==> src/rtl/dcm_pkg.sv <==
package dcm_pkg;
  localparam int WORD_W = 16;
  localparam int CODE_W = 12;
  localparam int PD_W   = 2;
  localparam int PAD_W  = WORD_W - PD_W - CODE_W;

  typedef enum logic [1:0] {
    SEQ_IDLE  = 2'd0,
    SEQ_SETUP = 2'd1,
    SEQ_SHIFT = 2'd2,
    SEQ_GAP   = 2'd3
  } seq_state_t;

  function automatic logic [WORD_W-1:0] pack_word(input logic [PD_W-1:0] pd,
                                                  input logic [CODE_W-1:0] code);
    return {{PAD_W{1'b0}}, pd, code};
  endfunction
endpackage

==> src/rtl/dcm_frame_pack.sv <==
module dcm_frame_pack
  import dcm_pkg::*;
#(
  parameter int N_DEV = 4
) (
  input  logic [N_DEV*CODE_W-1:0] codes,
  input  logic [N_DEV*PD_W-1:0]   pds,
  output logic [N_DEV*WORD_W-1:0] frame
);
  // Device k occupies slot k; the top slot (farthest device) leaves first.
  for (genvar k = 0; k < N_DEV; k++) begin : g_slot
    assign frame[k*WORD_W +: WORD_W] = pack_word(pds[k*PD_W +: PD_W],
                                                 codes[k*CODE_W +: CODE_W]);
  end
endmodule

==> src/rtl/dcm_half_div.sv <==
module dcm_half_div #(
  parameter int HALF = 10
) (
  input  logic clk,
  input  logic rst,
  input  logic run,
  output logic tick
);
  localparam int CW = $clog2(HALF + 1);
  logic [CW-1:0] cnt;

  assign tick = run && (cnt == CW'(HALF - 1));

  always_ff @(posedge clk) begin
    if (rst || !run) cnt <= '0;
    else if (tick)   cnt <= '0;
    else             cnt <= cnt + 1'b1;
  end

  // Two ticks back to back would give a zero-length half period.
  assert_tick_spacing_R6: assert property (@(posedge clk) disable iff (rst)
    tick |=> !tick);
endmodule

==> src/rtl/dcm_edge_count.sv <==
module dcm_edge_count #(
  parameter int TOTAL = 64
) (
  input  logic clk,
  input  logic rst,
  input  logic clr,
  input  logic inc,
  output logic last
);
  localparam int CW = $clog2(TOTAL + 1);
  logic [CW-1:0] count;

  assign last = (count == CW'(TOTAL));

  always_ff @(posedge clk) begin
    if (rst || clr) count <= '0;
    else if (inc)   count <= count + 1'b1;
  end

  assert_count_bound_R2: assert property (@(posedge clk) disable iff (rst)
    count <= CW'(TOTAL));
  assert_no_extra_fall_R2: assert property (@(posedge clk) disable iff (rst)
    inc |-> !last);
endmodule

==> src/rtl/dac_chain_master.sv <==
module dac_chain_master
  import dcm_pkg::*;
#(
  parameter int N_DEV      = 4,
  parameter int HALF_CHAIN = 10,
  parameter int HALF_SOLO  = 2,
  parameter int SETUP_CYC  = 3,
  parameter int GAP_CYC    = 4
) (
  input  logic                     clk,
  input  logic                     rst,
  input  logic                     start,
  input  logic [N_DEV*CODE_W-1:0]  dac_codes,
  input  logic [N_DEV*PD_W-1:0]    pd_modes,
  output logic                     busy,
  output logic                     done,
  output logic                     ser_clk,
  output logic                     frame_n,
  output logic                     ser_data
);
  localparam int TOTAL    = N_DEV * WORD_W;
  localparam int HALF     = (N_DEV > 1) ? HALF_CHAIN : HALF_SOLO;
  localparam int WAIT_MAX = (SETUP_CYC > GAP_CYC) ? SETUP_CYC : GAP_CYC;
  localparam int WW       = $clog2(WAIT_MAX + 1);

  seq_state_t        state;
  logic [TOTAL-1:0]  frame_word;
  logic [TOTAL-1:0]  shreg;
  logic [WW-1:0]     wcnt;
  logic              sclk_q, frame_q, busy_q, done_q;
  logic              tick, bits_last, accept, fall_now;

  assign accept   = (state == SEQ_IDLE) && start;
  assign fall_now = (state == SEQ_SHIFT) && tick && sclk_q;

  dcm_frame_pack #(.N_DEV(N_DEV)) u_pack (
    .codes (dac_codes),
    .pds   (pd_modes),
    .frame (frame_word)
  );

  dcm_half_div #(.HALF(HALF)) u_div (
    .clk  (clk),
    .rst  (rst),
    .run  (state == SEQ_SHIFT),
    .tick (tick)
  );

  dcm_edge_count #(.TOTAL(TOTAL)) u_cnt (
    .clk  (clk),
    .rst  (rst),
    .clr  (accept),
    .inc  (fall_now),
    .last (bits_last)
  );

  always_ff @(posedge clk) begin
    if (rst) begin
      state   <= SEQ_IDLE;
      shreg   <= '0;
      wcnt    <= '0;
      sclk_q  <= 1'b1;
      frame_q <= 1'b1;
      busy_q  <= 1'b0;
      done_q  <= 1'b0;
    end else begin
      done_q <= 1'b0;
      case (state)
        SEQ_IDLE: begin
          if (start) begin
            shreg   <= frame_word;
            frame_q <= 1'b0;
            busy_q  <= 1'b1;
            wcnt    <= '0;
            state   <= SEQ_SETUP;
          end
        end
        SEQ_SETUP: begin
          if (wcnt == WW'(SETUP_CYC - 1)) begin
            wcnt  <= '0;
            state <= SEQ_SHIFT;
          end else begin
            wcnt <= wcnt + 1'b1;
          end
        end
        SEQ_SHIFT: begin
          if (tick) begin
            if (sclk_q) begin
              sclk_q <= 1'b0;
            end else if (bits_last) begin
              sclk_q  <= 1'b1;
              frame_q <= 1'b1;
              shreg   <= '0;
              wcnt    <= '0;
              state   <= SEQ_GAP;
            end else begin
              sclk_q <= 1'b1;
              shreg  <= {shreg[TOTAL-2:0], 1'b0};
            end
          end
        end
        default: begin
          if (wcnt == WW'(GAP_CYC - 1)) begin
            wcnt   <= '0;
            busy_q <= 1'b0;
            done_q <= 1'b1;
            state  <= SEQ_IDLE;
          end else begin
            wcnt <= wcnt + 1'b1;
          end
        end
      endcase
    end
  end

  assign busy     = busy_q;
  assign done     = done_q;
  assign ser_clk  = sclk_q;
  assign frame_n  = frame_q;
  assign ser_data = shreg[TOTAL-1];

  assert_clk_idle_R1: assert property (@(posedge clk) disable iff (rst)
    frame_q |-> sclk_q);
  assert_busy_cover_R9: assert property (@(posedge clk) disable iff (rst)
    !frame_q |-> busy_q);
  assert_done_single_R9: assert property (@(posedge clk) disable iff (rst)
    done_q |=> !done_q);
  assert_done_release_R9: assert property (@(posedge clk) disable iff (rst)
    done_q |-> (!busy_q && frame_q));
  assert_data_stable_R5: assert property (@(posedge clk) disable iff (rst)
    !sclk_q |=> (sclk_q || $stable(ser_data)));
  assert_rise_after_all_R8: assert property (@(posedge clk) disable iff (rst)
    $rose(frame_q) |-> bits_last);
  assert_start_ignored_R10: assert property (@(posedge clk) disable iff (rst)
    (busy_q && !done_q && start && state != SEQ_GAP) |=> busy_q);
endmodule

==> config.mk <==
export PLATFORM = sky130hd
export DESIGN_NAME = dac_chain_master
export DESIGN_NICKNAME = d
export VERILOG_FILES = /design/src/rtl/dcm_pkg.sv /design/src/rtl/dcm_frame_pack.sv /design/src/rtl/dcm_half_div.sv /design/src/rtl/dcm_edge_count.sv /design/src/rtl/dac_chain_master.sv
export SDC_FILE = /design/constraint.sdc
export NUM_CORES = 1
export LEC_CHECK = 0
export CORE_MARGIN = 2
export CORE_UTILIZATION = 30
export DETAILED_ROUTE_END_ITERATION = 16
export DONT_BUFFER_PORTS = 1
export PLACE_DENSITY = 0.55
export SKIP_CTS_REPAIR_TIMING = 1
export SLEW_MARGIN = 20
export SYNTH_ARGS = -nofsm -noshare
export SYNTH_HDL_FRONTEND = slang
export SYNTH_SLANG_ARGS = --single-unit
==> constraint.sdc <==
create_clock -name clk -period 5.15 [get_ports clk]
set_input_delay 0.515 -clock clk [delete_from_list [all_inputs] [get_ports clk]]
set_output_delay 0.515 -clock clk [all_outputs]
set_load 0.01 [all_outputs]
==> summary.txt <==
==============================================================================
Routed via count                                                          3246
Root buf cell                                                     sky130_fd_sc_hd__clkbuf_16
Final clock period utilization by the worst path                        53.39%
TritonCTS clock tree                                                       yes
Maximum operating frequency                                         0.3637 GHz
Post-route design area                                              4203 sq um
Clock Pin Slew Worst Setup and Hold Paths                              0.06 ns
Global routing usage summed across all routing layers                   14.27%
Detailed-route wire length per cell                                   15.17 um
Power, Total                                                           2431 uW
Fill cells                                                                1248
Class of the tightest hold or removal check                          in -> reg
Count of maximum capacitance violations                                      0
Row count                                                                   40
Clock net sink count                                                        84
Sequential-to-total area share from yosys stat                          44.50%
CP cell instances                                                 inv_1 -> ha_1 -> nor2b_1 -> a211o_2 -> nand2_1 -> a31oi_1
Cell count after placement                                                 589
Post-placement cell area                                            3845 sq um
Number of nets with antenna violations after detailed routing                0
Starting density of the core                                            31.07%
Synthesized cell area                                               3779 sq um
Synth async-reset ratio                                                     0%
Data required, critical path                                           5.41 ns
Slew headroom                                                           26.73%
Critical path startpoint category                                         flop
First-pass GRT wire length                                            15410 um
Average size of a mapped cell                                      8.232 sq um
X dimension of the die                                                116.2 um
Stage delay of the slowest cell on the critical path                   0.93 ns
Level count of the clock H-tree                                              3
Fraction of final layout cells sized beyond drive strength 1            5.721%
Unrepaired setup endpoints after global routing                          false
Overall die area                                                   13510 sq um
Data arrival time of the worst path                                    3.01 ns
Static Leak                                                        0.001388 uW
Simple-gate area share of the yosys netlist                             26.62%
Area share of fa/ha/maj cells after synthesis                           4.305%
Nets in the synthesized netlist                                            531
Cell with the largest stage delay on the worst path               sky130_fd_sc_hd__a211o_2
Max Fanout on Critical Path                                                 64
Number of global-route vias before repair                                 3168
Least-Margin Pin Slew                                                 1.099 ns
Area delta synth->final                                                 11.23%
Top flip-flop cell by instance count after synthesis              sky130_fd_sc_hd__dfxtp_1
Warnings, synthesis                                                          0
Worst vdd rail ir drop                                                283.7 uV
DR WL met2                                                             3961 um
TNS Setup                                                                 0 ns
Post-synth EDFFs                                                             0
Number of port buffers                                                       0
Violation count after the first detailed-route iteration                   251
Clk Latency, worst-skew pair                                           0.34 ns
Die boundary height                                                   116.2 um
Drt via density                                                          5.365
Worst-case clock buffer depth                                                2
Utilization after layout                                                34.56%
Worst Setup Path Type                                               reg -> reg
Unique masters post-synth                                                   41
Worst setup EP type                                                       flop
Top layer reached by signal wires                                         met4
Length of routed wiring on met1                                        4337 um
Non-filler cells, final                                                    605
Total count of max-transition violations in the final report                 0
Initial antenna violation count                                              0
Xor/xnor share of the synthesized area                                  1.391%
Last weighted congestion value of the routability-driven placer         0.7941
Final number of hold-violating endpoints                                     0
Routed wire length                                                     9175 um
Num CTS Buffers                                                              9
Final antenna diode count                                                    0
Area of the core region                                            12160 sq um
Synthesis-stage register bit count                                          84
Total grt overflow                                                           0
Gate Count Post-Synth                                                      459
Worst clock skew                                                   0.005910 ns
Power per cell area                                               578.4 nW/um^2
Run status                                                           completed
I/O pins                                                                    64
Min Clock Period, post-route                                          2.749 ns
Sum of met3 wire segment lengths after detailed routing                 689 um
DPL Wire Length                                                        5654 um
First-pass iteration count of the detailed router                            4
# setup viols final                                                          0
Post-route DRC                                                               0
Nets                                                                       504
Compound-cell area share of the yosys netlist                           17.28%
Multiplexer share of the synthesized area                                   0%
Largest net degree at the start of global routing                           76
Largest family of logic cells by synthesized area                 simple AND/OR/NAND/NOR gates
==============================================================================
==> registers in the layout, summed over array words and instances, names as in the netlist <==
signal,flops
busy,1
done,1
frame_n,1
ser_clk,1
shreg,64
state,2
u_cnt.count,7
u_div.cnt,4
wcnt,3
==> cell type report <==
class                           count  area (sq um)  area share [%]
Clock inverter                      4         95.09           2.263
Sequential cell                    84          1682           40.01
Timing Repair Buffer                2         15.01          0.3572
Tap cell                          168         210.2           5.001
Multi-Input combinational cell    323          1899           45.19
Clock buffer                       12         256.5           6.103
Inverter                           12         45.04           1.072
==> layout by cell type (no fill, tap or decap), types with 2 or more instances in the layout <==
cell type	n
sky130_fd_sc_hd__a211oi_1	2
sky130_fd_sc_hd__a32oi_1	8
sky130_fd_sc_hd__a31oi_1	41
sky130_fd_sc_hd__nand2_1	47
sky130_fd_sc_hd__nor3_1	18
sky130_fd_sc_hd__nand2b_1	4
sky130_fd_sc_hd__a21oi_1	11
sky130_fd_sc_hd__nand4b_1	2
sky130_fd_sc_hd__a21o_1	2
sky130_fd_sc_hd__dfxtp_1	84
sky130_fd_sc_hd__ha_1	13
sky130_fd_sc_hd__o21ai_0	7
sky130_fd_sc_hd__xor2_1	2
sky130_fd_sc_hd__bufinv_16	3
sky130_fd_sc_hd__inv_1	11
sky130_fd_sc_hd__nor2_1	33
sky130_fd_sc_hd__a221oi_1	14
sky130_fd_sc_hd__nand3_1	87
sky130_fd_sc_hd__nand4_1	4
sky130_fd_sc_hd__clkbuf_8	2
sky130_fd_sc_hd__nor2b_1	5
sky130_fd_sc_hd__xnor2_1	4
sky130_fd_sc_hd__buf_4	2
sky130_fd_sc_hd__clkbuf_16	9
==> critical path: cells and delay by family (launching register included) <==
family,cells,cell delay (ns)
adder cells (fa/ha/maj),1,0.33
AND/OR/NAND/NOR,2,0.72
buffers and inverters,1,0.09
flip-flops,1,0.35
AO/OA/AOI/OAI,2,1.14
==> through the flow <==
step / worst slack [ns] / hold WS [ns]
floorplan: 3.030 / 0.4321
detailed placement: 2.294 / 0.4560
CTS: 2.268 / 0.2357
finish: 2.401 / 0.2620
global placement: 2.347 / 0.4416
global route: 2.094 / 0.2277
==> worst paths after layout <==
check / slack, ns / cells after the start / from / to
worst min register to register: 0.47 / 2 / shreg[8] / shreg[8]
worst min-delay path: 0.26 / 1 / rst / wcnt[1]
worst max-delay path: 2.40 / 6 / state[0] / shreg[42]
worst max register to register: 2.40 / 6 / state[0] / shreg[42]
==> where the power goes <==
part / total, uW / internal, uW / switching, uW
clock: 753 / 500 / 253
sequential: 943 / 840 / 103
combinational: 735 / 254 / 481
total: 2430 / 1590 / 837
==> cell usage after synthesis (2+ instances only) <==
library cell / number / area, sq um
sky130_fd_sc_hd__a31oi_1: 42 / 262.8
sky130_fd_sc_hd__dfxtp_1: 84 / 1682
sky130_fd_sc_hd__a21oi_1: 11 / 55.05
sky130_fd_sc_hd__a211o_1: 2 / 17.52
sky130_fd_sc_hd__clkbuf_1: 33 / 123.9
sky130_fd_sc_hd__a221oi_1: 14 / 122.6
sky130_fd_sc_hd__a32oi_1: 8 / 70.07
sky130_fd_sc_hd__nand2_1: 47 / 176.4
sky130_fd_sc_hd__buf_2: 2 / 10.01
sky130_fd_sc_hd__o21ai_0: 7 / 35.03
sky130_fd_sc_hd__xor2_1: 2 / 17.52
sky130_fd_sc_hd__nand4b_1: 2 / 17.52
sky130_fd_sc_hd__nand4_1: 4 / 25.02
sky130_fd_sc_hd__nand2b_1: 4 / 25.02
sky130_fd_sc_hd__inv_1: 12 / 45.04
sky130_fd_sc_hd__nor2b_1: 5 / 31.28
sky130_fd_sc_hd__buf_6: 2 / 22.52
sky130_fd_sc_hd__a21o_1: 2 / 15.01
sky130_fd_sc_hd__a211oi_1: 2 / 15.01
sky130_fd_sc_hd__nor2_1: 33 / 123.9
sky130_fd_sc_hd__xnor2_1: 4 / 35.03
sky130_fd_sc_hd__ha_1: 13 / 162.7
sky130_fd_sc_hd__nand3_1: 88 / 440.4
sky130_fd_sc_hd__nor3_1: 19 / 95.09
==> routing by layer <==
metal  GRT usage, %  vias to the layer above
met5              0                        -
met4          5.079                        0
met3          5.864                       14
met2          21.24                       86
met1          18.66                     1530
li1               -                     1616
==> cells by family (layout without fill, tap and decap cells) <==
kind of cell    Yosys count  count (layout)
flops                    84              84
fa+ha+maj                13              13
simple gates            210             210
buf+inv                  52              30
xor+xnor                  6               6
compound gates           94              94
(Power assumes the default switching activity.)
